--- config.mk ---
export PLATFORM = sky130hd
export DESIGN_NAME = ce_clock_gen
export DESIGN_NICKNAME = d
export VERILOG_FILES = /design/src/rtl/ce_pkg.sv /design/src/rtl/ce_bin_div.sv /design/src/rtl/ce_div_n.sv /design/src/rtl/ce_main_sel.sv /design/src/rtl/ce_clock_gen.sv
export SDC_FILE = /design/constraint.sdc
export NUM_CORES = 1
export LEC_CHECK = 0
export ABC_AREA = 1
export BUFFER_PORTS_ARGS = -buffer_cell sky130_fd_sc_hd__buf_4
export CAP_MARGIN = 30
export CORE_MARGIN = 4
export CORE_UTILIZATION = 33
export CTS_CLUSTER_SIZE = 20
export DETAILED_ROUTE_END_ITERATION = 8
export GPL_ROUTABILITY_DRIVEN = 0
export GPL_TIMING_DRIVEN = 0
export HOLD_SLACK_MARGIN = 0.1
export PLACE_DENSITY = 0.63
export SETUP_SLACK_MARGIN = 0.4
export SYNTH_ARGS = -nofsm -noshare
export SYNTH_HDL_FRONTEND = slang
export SYNTH_SLANG_ARGS = --single-unit
--- constraint.sdc ---
create_clock -name clk -period 1.2 [get_ports clk]
set_clock_uncertainty 0.05 [all_clocks]
set_input_delay 0.06 -clock clk [delete_from_list [all_inputs] [get_ports clk]]
set_output_delay 0.06 -clock clk [all_outputs]
set_load 0.01 [all_outputs]
--- src/rtl/ce_pkg.sv ---
package ce_pkg;
  function automatic int ce_max(input int a, input int b);
    return (a > b) ? a : b;
  endfunction

  function automatic int ce_width(input int n);
    return (n < 2) ? 1 : $clog2(n);
  endfunction
endpackage

--- src/rtl/ce_bin_div.sv ---
module ce_bin_div #(
  parameter int STAGES  = 3,
  parameter int SRC_TAP = 0
) (
  input  logic              clk,
  input  logic              rst,
  output logic              tick_src,
  output logic              tick_last,
  output logic [STAGES-1:0] en_q
);
  logic [STAGES-1:0] cnt;
  logic [STAGES-1:0] tick;

  generate
    for (genvar i = 0; i < STAGES; i++) begin : g_tap
      assign tick[i] = &cnt[i:0];
    end
  endgenerate

  assign tick_src  = tick[SRC_TAP];
  assign tick_last = tick[STAGES-1];

  always_ff @(posedge clk) begin
    if (rst) begin
      cnt  <= '0;
      en_q <= '0;
    end else begin
      cnt  <= cnt + STAGES'(1);
      en_q <= tick;
    end
  end
endmodule

--- src/rtl/ce_div_n.sv ---
module ce_div_n
  import ce_pkg::*;
#(
  parameter int N = 3
) (
  input  logic clk,
  input  logic rst,
  input  logic tick_i,
  output logic tick_o,
  output logic en_q
);
  localparam int W = ce_width(N);

  logic [W-1:0] cnt;

  assign tick_o = tick_i && (cnt == W'(N - 1));

  always_ff @(posedge clk) begin
    if (rst) begin
      cnt  <= '0;
      en_q <= 1'b0;
    end else begin
      en_q <= tick_o;
      if (tick_i) begin
        cnt <= tick_o ? '0 : cnt + W'(1);
      end
    end
  end
endmodule

--- src/rtl/ce_main_sel.sv ---
module ce_main_sel (
  input  logic clk,
  input  logic rst,
  input  logic sel_in,
  input  logic fast_tick,
  input  logic slow_tick,
  output logic en_q
);
  logic sel_q;
  logic boundary;

  assign boundary = fast_tick && slow_tick;

  always_ff @(posedge clk) begin
    if (rst) begin
      sel_q <= sel_in;
      en_q  <= 1'b0;
    end else begin
      en_q <= sel_q ? slow_tick : fast_tick;
      if (boundary) begin
        sel_q <= sel_in;
      end
    end
  end
endmodule

--- src/rtl/ce_clock_gen.sv ---
module ce_clock_gen #(
  parameter int BIN_STAGES = 3,
  parameter int PHI_TAP    = 0,
  parameter int PHI_DIV    = 3,
  parameter int HALF_DIV   = 2
) (
  input  logic                  clk,
  input  logic                  rst,
  input  logic                  sel_slow,
  output logic [BIN_STAGES-1:0] en_bin,
  output logic                  en_phi,
  output logic                  en_sound,
  output logic                  en_main
);
  localparam int LEN_FAST = 2 ** BIN_STAGES;
  localparam int LEN_SLOW = (2 ** (PHI_TAP + 1)) * PHI_DIV * HALF_DIV;

  logic phi_src;
  logic fast_tick;
  logic phi_tick;
  logic slow_tick;

  ce_bin_div #(.STAGES(BIN_STAGES), .SRC_TAP(PHI_TAP)) u_bin (
    .clk      (clk),
    .rst      (rst),
    .tick_src (phi_src),
    .tick_last(fast_tick),
    .en_q     (en_bin)
  );

  ce_div_n #(.N(PHI_DIV)) u_phi (
    .clk   (clk),
    .rst   (rst),
    .tick_i(phi_src),
    .tick_o(phi_tick),
    .en_q  (en_phi)
  );

  ce_div_n #(.N(HALF_DIV)) u_snd (
    .clk   (clk),
    .rst   (rst),
    .tick_i(phi_tick),
    .tick_o(slow_tick),
    .en_q  (en_sound)
  );

  ce_main_sel u_main (
    .clk      (clk),
    .rst      (rst),
    .sel_in   (sel_slow),
    .fast_tick(fast_tick),
    .slow_tick(slow_tick),
    .en_q     (en_main)
  );
endmodule

==> results of run 1 <==
cell families after synthesis:
kind of cell | after synthesis | synth area share (%)
AOI/OAI and AO/OA | 4 | 6.23
xor gates and xnor gates | 1 | 1.98
adders and majority gates | 2 | 5.66
buffers and inverters | 8 | 7.08
DFF | 13 | 61.2
and+or+nand+nor | 17 | 17.8
cell usage after synthesis:
cell and instances:
dfxtp_1 12, nor2_1 11, inv_1 7, ha_1 2
nand2_1 2, a21oi_1 1, a21oi_2 1, buf_2 1
edfxtp_1 1, nand2_2 1, nand4_2 1, nor2_2 1
nor3_1 1, o21ai_0 1, o21ai_2 1, xnor2_1 1
critical path: stages (launching register included):
cell	delay [ns]
dfxtp_4	0.37
ha_4	0.14
ha_4	0.13
inv_2	0.03
o21ai_2	0.12
power by group:
part           internal (mW)  total, mW  switching [mW]
registers              0.461      0.482          0.0211
logic                 0.0477     0.0861          0.0384
clock network          0.129      0.255           0.127
total                  0.637      0.823           0.186
layout by cell type (no fill, tap or decap), drive strengths merged:
master,Yosys,final
buf,1,13
nor2,12,12
dfxtp,12,12
inv,7,7
clkbuf,0,4
nand2,3,3
o21ai,2,2
ha,2,2
a21oi,2,2
nand4,1,1
xnor2,1,1
nor3,1,1
dlygate4sd3,0,1
edfxtp,1,1
worst paths after layout:
kind	from	endpoint	depth (start not counted)
worst min-delay path	rst	u_bin.cnt[0]	2
worst min register to register	u_phi.cnt[0]	u_phi.en_q	1
worst max-delay path	u_bin.cnt[0]	u_main.sel_q	4
worst max register to register	u_bin.cnt[0]	u_main.sel_q	4
routing by layer:
| metal | vias to the layer above | GRT usage [%] | wire length [um] |
|---|---|---|---|
| met5 | - | 0 | 0 |
| met4 | 0 | 1.81 | 0 |
| met3 | 0 | 6.10 | 61 |
| met2 | 12 | 14.0 | 392 |
| met1 | 137 | 9.58 | 296 |
| li1 | 172 | - | - |
final cells by class:
class / instances / share of cell area, %
buffer: 1 / 0.755
clock buffer: 4 / 3.96
inverter: 7 / 3.96
tap: 14 / 2.64
sequential: 13 / 42.8
multi-input combinational: 24 / 27.4
timing repair buffer: 13 / 18.5
flip-flops by register name, summed over array words and instances (netlist names):
register	count
u_phi.en_q	1
u_main.en_q	1
u_snd.cnt	1
u_snd.en_q	1
u_bin.en_q	3
u_phi.cnt	2
u_bin.cnt	3
u_main.sel_q	1
repair_timing:
action / CTS / global route
pin swaps: 0 / 3
setup buffers: 3 / 2
endpoints found under the hold margin: 9 / 8
gates resized for setup: 10 / 11
endpoints found under the setup margin: 14 / 17
==> flow_metrics.env, run 1 <==
export IMPL_ir_drop_mv=0.789
export IMPL_finalPower_mw=0.824
export IMPL_n_antenna_cell=0
export IMPL_syn_inst=45
export IMPL_dp_slack_ns=0.0478
export IMPL_slew_viol_final=0
export IMPL_setup_viol=0
export IMPL_synth_top_cell_area_share_pct=54.4
export IMPL_dr_pass1_iters=4
export IMPL_hold_viol_final=0
export IMPL_synth_fp_nets=50
export IMPL_ys_seq_area_share_pct=61.2
export IMPL_min_period_ns=1.12
export IMPL_hold_class="in -> reg"
export IMPL_clk_path_buf_depth=2
export IMPL_root_buffer="clkbuf_4"
export IMPL_worstSetupEndpointType="flop"
export IMPL_die_w_um=44.6
export IMPL_fp_row_count=12
export IMPL_p_per_area_nw_per_um2=1240
export IMPL_fin_hold_ws_ns=0.0100
export IMPL_ys_warn_count=0
export IMPL_worstPathArrival_ns=1.05
export IMPL_grt_pass1_wl_um=1210
export IMPL_clock_latency_ns=0.27
export IMPL_fin_crit_sh_pct=93.6
export IMPL_clk_pin_slew_ns=0.07
export IMPL_synth_area_top_cells="dfxtp_1, nor2_1, edfxtp_1"
export IMPL_grt_max_degree=10
export IMPL_io_buffers=7
export IMPL_setup_slack_ns=0.0768
export IMPL_htree_levels=1
export IMPL_cts_buffers_inserted=3
export IMPL_coreArea_um2=1190
export IMPL_dp_hpwl_um=491
export IMPL_place_inst=66
export IMPL_final_area_um2=663
export IMPL_drt_total_wl_um=750
export IMPL_layout_drive_gt1_share_pct=62.9
export IMPL_maxCapViolCount=0
export IMPL_num_io_pins=9
export IMPL_synth_avg_cell_area_um2=9.81
export IMPL_yosysUniqueCellTypes=16
export IMPL_cts_hold_buf=1
export IMPL_fin_util_pct=55.9
export IMPL_grt_pass1_vias=284
export IMPL_first_iter_violations=1
export IMPL_nFillCells=105
export IMPL_rsz0062_at_grt="yes"
export IMPL_slew_headroom_pct=88.1
export IMPL_syn_to_final_growth_pct=50.1
export IMPL_start_kind="flop"
export IMPL_seqCellArea_um2=284
export IMPL_critPathKind="reg -> reg"
export IMPL_stdcell_count=76
export IMPL_nNetsFinal=68
export IMPL_r2r_setup_slack_ns=0.08
export IMPL_antenna_found_initial=0
export IMPL_cp_max_fo=3
export IMPL_drc_errors=0
export IMPL_die_area_um2=1990
export IMPL_setup_tns_final_ns=0
export IMPL_route_detailed_wl_per_inst_um=9.87
export IMPL_antenna_left=0
export IMPL_multiInputGateArea_um2=181
export IMPL_clock_sinks=13
export IMPL_place_area_um2=541
export IMPL_via_per_inst=4.22
export IMPL_p_leak_nw=0.291
export IMPL_synth_seq_cells=13
export IMPL_max_clock_freq_mhz=890
export IMPL_grt_total_usage_pct=8.81
export IMPL_start_util_pct=37.2
export IMPL_die_y_um=44.6
export IMPL_status="complete, no violations"
export IMPL_cp_required_ns=1.13
export IMPL_grt_overflow=0
export IMPL_yosysTopAreaCell="dfxtp_1"
export IMPL_via_count=321
export IMPL_cts_tree="done"
export IMPL_synth_area_um2=442
export IMPL_worst_pin_slew_ns=0.178
Power figures use the tool's default switching activity.
==> run 2, diff against run 1 <==
CORE_UTILIZATION = 31   (was 33)
PLACE_DENSITY = default   (was 0.63)
PLACE_DENSITY_LB_ADDON = 0.12   (was default)
==> flow_metrics.env, run 2 (synthesis results as in run 1) <==
export IMPL_htree_levels=1
export IMPL_start_util_pct=33.5
export IMPL_reg_top3="u_bin.cnt x3, u_bin.en_q x3, u_phi.cnt x2"
export IMPL_cp_required_ns=1.14
export IMPL_grt_pass1_wl_um=1260
export IMPL_drc_errors=0
export IMPL_r2r_start="u_bin.cnt[0]"
export IMPL_p_per_area_nw_per_um2=1180
export IMPL_clk_path_buf_depth=2
export IMPL_place_area_um2=542
export IMPL_finalPower_mw=0.844
export IMPL_final_common_cell="nor2_1"
export IMPL_start_kind="flop"
export IMPL_cts_tree="done"
export IMPL_rsz0062_at_grt="yes"
export IMPL_hold_viol_final=0
export IMPL_drt_total_wl_um=735
export IMPL_r2r_setup_slack_ns=0.08
export IMPL_grt_max_degree=10
export IMPL_slew_viol_final=0
export IMPL_cts_buffers_inserted=3
export IMPL_n_antenna_cell=0
export IMPL_cp_max_fo=3
export IMPL_worstPathArrival_ns=1.06
export IMPL_hold_class="in -> reg"
export IMPL_hold_path_depth=2
export IMPL_final_cell_mix="nor2_1, dfxtp_2, buf_6"
export IMPL_p_leak_nw=0.319
export IMPL_antenna_found_initial=0
export IMPL_first_iter_violations=2
export IMPL_max_clock_freq_mhz=891
export IMPL_worst_pin_slew_ns=0.197
export IMPL_clk_pin_slew_ns=0.08
export IMPL_maxCapViolCount=0
export IMPL_grt_total_usage_pct=8.62
export IMPL_ir_drop_mv=0.617
export IMPL_min_period_ns=1.12
export IMPL_antenna_left=0
export IMPL_rr_worst_depth=4
export IMPL_clock_sinks=13
export IMPL_dr_pass1_iters=2
export IMPL_io_buffers=7
export IMPL_clock_latency_ns=0.26
export IMPL_setup_viol=0
export IMPL_status="complete, no violations"
export IMPL_critPathKind="reg -> reg"
export IMPL_die_w_um=45.7
export IMPL_die_y_um=45.7
export IMPL_cts_hold_buf=1
export IMPL_via_per_inst=4.08
export IMPL_min_to="u_bin.cnt[0]"
export IMPL_grt_overflow=0
export IMPL_slew_headroom_pct=86.7
export IMPL_grt_pass1_vias=322
export IMPL_root_buffer="clkbuf_4"
export IMPL_layout_drive_gt1_share_pct=64.1
export IMPL_coreArea_um2=1320
export IMPL_route_detailed_wl_per_inst_um=9.30
export IMPL_fin_crit_sh_pct=93.5
export IMPL_setup_tns_final_ns=0
export IMPL_worstSetupEndpointType="flop"
export IMPL_syn_to_final_growth_pct=62.0
export IMPL_fp_row_count=13
export IMPL_nNetsFinal=70
export IMPL_dp_hpwl_um=513
export IMPL_rr_endpoint="u_main.sel_q"
export IMPL_final_area_um2=716
export IMPL_num_io_pins=9
export IMPL_die_area_um2=2090
export IMPL_via_count=322
export IMPL_min_from="rst"
run 2: how the worst max path moves through the flow:
stage	startpoint	to	slack, ns	depth (start not counted)
final	u_bin.cnt[0]	u_main.sel_q	0.08	4
after global routing	u_bin.cnt[0]	u_main.sel_q	0.07	4
after CTS	u_bin.cnt[0]	u_main.sel_q	0.07	4
after detailed placement	u_bin.cnt[0]	u_main.sel_q	0.04	4
after global placement	u_bin.cnt[0]	u_main.sel_q	0.07	4
after floorplan	u_bin.cnt[0]	u_main.sel_q	0.09	4
run 2: timing repair:
item | 4_1_cts | 5_1_grt
endpoints found under the hold margin | 9 | 8
setup endpoints to repair | 13 | 16
gates resized for setup | 14 | 10
setup buffers | 4 | 3
pin swaps | 2 | 4
run 2: area by class of cell:
class | count | area [um2]
fillers | 112 | 602
flip-flops and latches | 13 | 288
well taps | 15 | 18.8
clock buffers | 4 | 26.3
plain buffers | 1 | 5.00
inverters | 7 | 26.3
multi-input cells | 24 | 198
repair buffers | 15 | 154
run 2: routing by layer:
metal / routed length, um / track usage [%] / share of wire [%] / vias up
li1: - / - / - / 177
met1: 304 / 10.0 / 41 / 138
met3: 37 / 2.37 / 5.0 / 2
met4: 4 / 6.82 / 0.54 / 0
met5: 0 / 0 / 0 / -
met2: 389 / 13.1 / 53 / 5
run 2: critical path: stages (launching register included):
cell and delay [ns]:
dfxtp_4 0.38, ha_4 0.14, ha_4 0.13, inv_2 0.03, o21ai_2 0.11
run 2: where the power goes:
group          total [mW]  switching [mW]  internal [mW]
combinational      0.0999          0.0410         0.0590
sequential          0.487          0.0259          0.461
clock               0.257           0.129          0.129
total               0.844           0.196          0.648
run 2: through the flow:
stage                     setup WS (ns)  hold slack (ns)  util (%)  instances
after floorplan                  0.0943            0.109         -         45
after global placement           0.0657            0.190      41.1         67
after detailed placement         0.0360            0.191      41.1         67
after CTS                        0.0657         -0.00193      50.4         76
after global routing             0.0677           0.0238      54.3         79
final                            0.0779          0.00706      54.3         79
==> run 3, diff against run 2 <==
CELL_PAD_IN_SITES_DETAIL_PLACEMENT = 0   (was default)
CELL_PAD_IN_SITES_GLOBAL_PLACEMENT = 2   (was default)
CORE_UTILIZATION = 26   (was 31)
==> flow_metrics.env, run 3 (synthesis results as in run 1) <==
export IMPL_status="complete, no violations"
export IMPL_r2r_start="u_bin.cnt[0]"
export IMPL_critical_path_top_delay_family="flip-flops"
export IMPL_setup_viol=0
export IMPL_dr_pass1_iters=2
export IMPL_hold_class="in -> reg"
export IMPL_max_clock_freq_mhz=903
export IMPL_die_area_um2=2420
export IMPL_nFillCells=140
export IMPL_crit_buf_inv=1
export IMPL_seqPwrFrac_pct=57.6
export IMPL_grt_total_usage_pct=7.15
export IMPL_n_antenna_cell=0
export IMPL_min_from="rst"
export IMPL_grt_pass1_vias=327
export IMPL_worst_pin_slew_ns=0.196
export IMPL_crit_top_cell="ha_4"
export IMPL_clock_latency_ns=0.27
export IMPL_slew_viol_final=0
export IMPL_die_y_um=49.2
export IMPL_first_iter_violations=2
export IMPL_syn_to_final_growth_pct=55.8
export IMPL_rr_endpoint="u_main.sel_q"
export IMPL_fin_crit_sh_pct=92.3
export IMPL_stdcell_count=79
export IMPL_coreArea_um2=1560
export IMPL_fin_hold_ws_ns=0.0263
export IMPL_drt_total_wl_um=745
export IMPL_fp_row_count=14
export IMPL_clock_power_share_pct=31.0
export IMPL_cts_tree="done"
export IMPL_slowest_delay_ns=0.38
export IMPL_hold_viol_final=0
export IMPL_drc_errors=0
export IMPL_io_buffers=7
export IMPL_cp_required_ns=1.14
export IMPL_rr_worst_depth=4
export IMPL_critPathKind="reg -> reg"
export IMPL_place_area_um2=543
export IMPL_nNetsFinal=69
export IMPL_place_inst=68
export IMPL_worstPathArrival_ns=1.04
export IMPL_reg_top3="u_bin.cnt x3, u_bin.en_q x3, u_phi.cnt x2"
export IMPL_cts_hold_buf=1
export IMPL_num_io_pins=9
export IMPL_setup_tns_final_ns=0
export IMPL_ir_drop_mv=0.720
export IMPL_cp_slowest_cell="dfxtp_4"
export IMPL_crit_chain="ha_4 > ha_4 > inv_2 > o21ai_2"
export IMPL_r2r_setup_slack_ns=0.09
export IMPL_clk_path_buf_depth=2
export IMPL_rsz0062_at_grt="yes"
export IMPL_via_per_inst=4.27
export IMPL_combPwrFrac_pct=11.3
export IMPL_via_count=337
export IMPL_worstSetupEndpointType="flop"
export IMPL_slew_headroom_pct=86.8
export IMPL_p_per_area_nw_per_um2=1220
export IMPL_min_to="u_bin.en_q[2]"
export IMPL_final_common_cell="nor2_1"
export IMPL_grt_overflow=0
export IMPL_start_kind="flop"
export IMPL_p_leak_nw=0.313
export IMPL_switching_power_mw=0.196
export IMPL_grt_pass1_wl_um=1260
export IMPL_maxCapViolCount=0
export IMPL_die_w_um=49.2
export IMPL_start_util_pct=28.3
export IMPL_hold_path_depth=2
export IMPL_htree_levels=1
export IMPL_cts_buffers_inserted=3
export IMPL_internal_power_mw=0.645
export IMPL_grt_max_degree=10
export IMPL_root_buffer="clkbuf_4"
export IMPL_final_area_um2=688
export IMPL_antenna_left=0
export IMPL_route_detailed_wl_per_inst_um=9.43
export IMPL_clock_sinks=13
export IMPL_clk_pin_slew_ns=0.08
export IMPL_layout_drive_gt1_share_pct=66.7
export IMPL_antenna_found_initial=0
export IMPL_fin_util_pct=44.1
export IMPL_final_cell_mix="nor2_1, dfxtp_2, buf_6"
export IMPL_min_period_ns=1.11
export IMPL_cp_max_fo=4
export IMPL_p_sw_share_pct=23.3
## run 3: cell count changes in the layout (fill, tap and decap cells not counted)
| cell | before | now |
|---|---|---|
| buf_12 | 1 | 0 |
| nor2_2 | 1 | 2 |
| nand4_2 | 0 | 1 |
| dfxtp_2 | 8 | 9 |
| inv_1 | 5 | 4 |
| nor2_1 | 11 | 10 |
| nand4_4 | 1 | 0 |
| dfxtp_4 | 2 | 1 |
| inv_2 | 2 | 3 |
## run 3: per-stage QoR
step / setup WS (ns) / total power [mW]
3_3_place_gp: 0.0631 / 0.547
6_report: 0.0925 / 0.842
4_1_cts: 0.0720 / 0.835
2_1_floorplan: 0.0943 / 0.531
3_5_place_dp: 0.0387 / 0.551
5_1_grt: 0.0493 / 0.888
## run 3: layer usage
metal  wire [um]  global-route usage, %  vias to the layer above
met5           0                      0                        -
met4           0                   5.69                        0
met3          38                   3.67                        0
met2         387                   12.1                        6
met1         319                   6.32                      154
li1            -                      -                      177
## run 3: worst max path at each step
stage                 start      endpoint  slack (ns)  depth (start not counted)
3_5_place_dp   u_bin.cnt[0]  u_main.sel_q        0.04                          4
4_1_cts        u_bin.cnt[0]  u_main.sel_q        0.07                          4
2_1_floorplan  u_bin.cnt[0]  u_main.sel_q        0.09                          4
6_report       u_bin.cnt[0]  u_main.sel_q        0.09                          4
5_1_grt        u_bin.cnt[0]  u_main.sel_q        0.05                          4
3_3_place_gp   u_bin.cnt[0]  u_main.sel_q        0.06                          4
## run 3: repair_timing
action	CTS	global route
buffers inserted	4	2
endpoints found under the setup margin	13	17
gates cloned	0	0
hold endpoints to repair	9	8
resized for setup	15	9
pin swaps	3	3
## run 3: power by group through the flow
stage | Combinational (mW) | Clock, mW | Sequential (mW)
CTS | 0.0825 | 0.271 | 0.482
global route | 0.106 | 0.292 | 0.489
finish | 0.0953 | 0.261 | 0.485
global placement | 0.0579 | 0 | 0.489
floorplan | 0.0414 | 0 | 0.490
detailed placement | 0.0609 | 0 | 0.490
## run 3: area by class of cell
type	count	area, um2	share of cell area (%)
Tap cell	16	20.0	2.91
Timing Repair Buffer	14	134	19.5
Multi-Input combinational cell	24	191	27.8
Sequential cell	13	285	41.5
Clock buffer	4	26.3	3.82
Inverter	7	26.3	3.82
Buffer	1	5.00	0.727
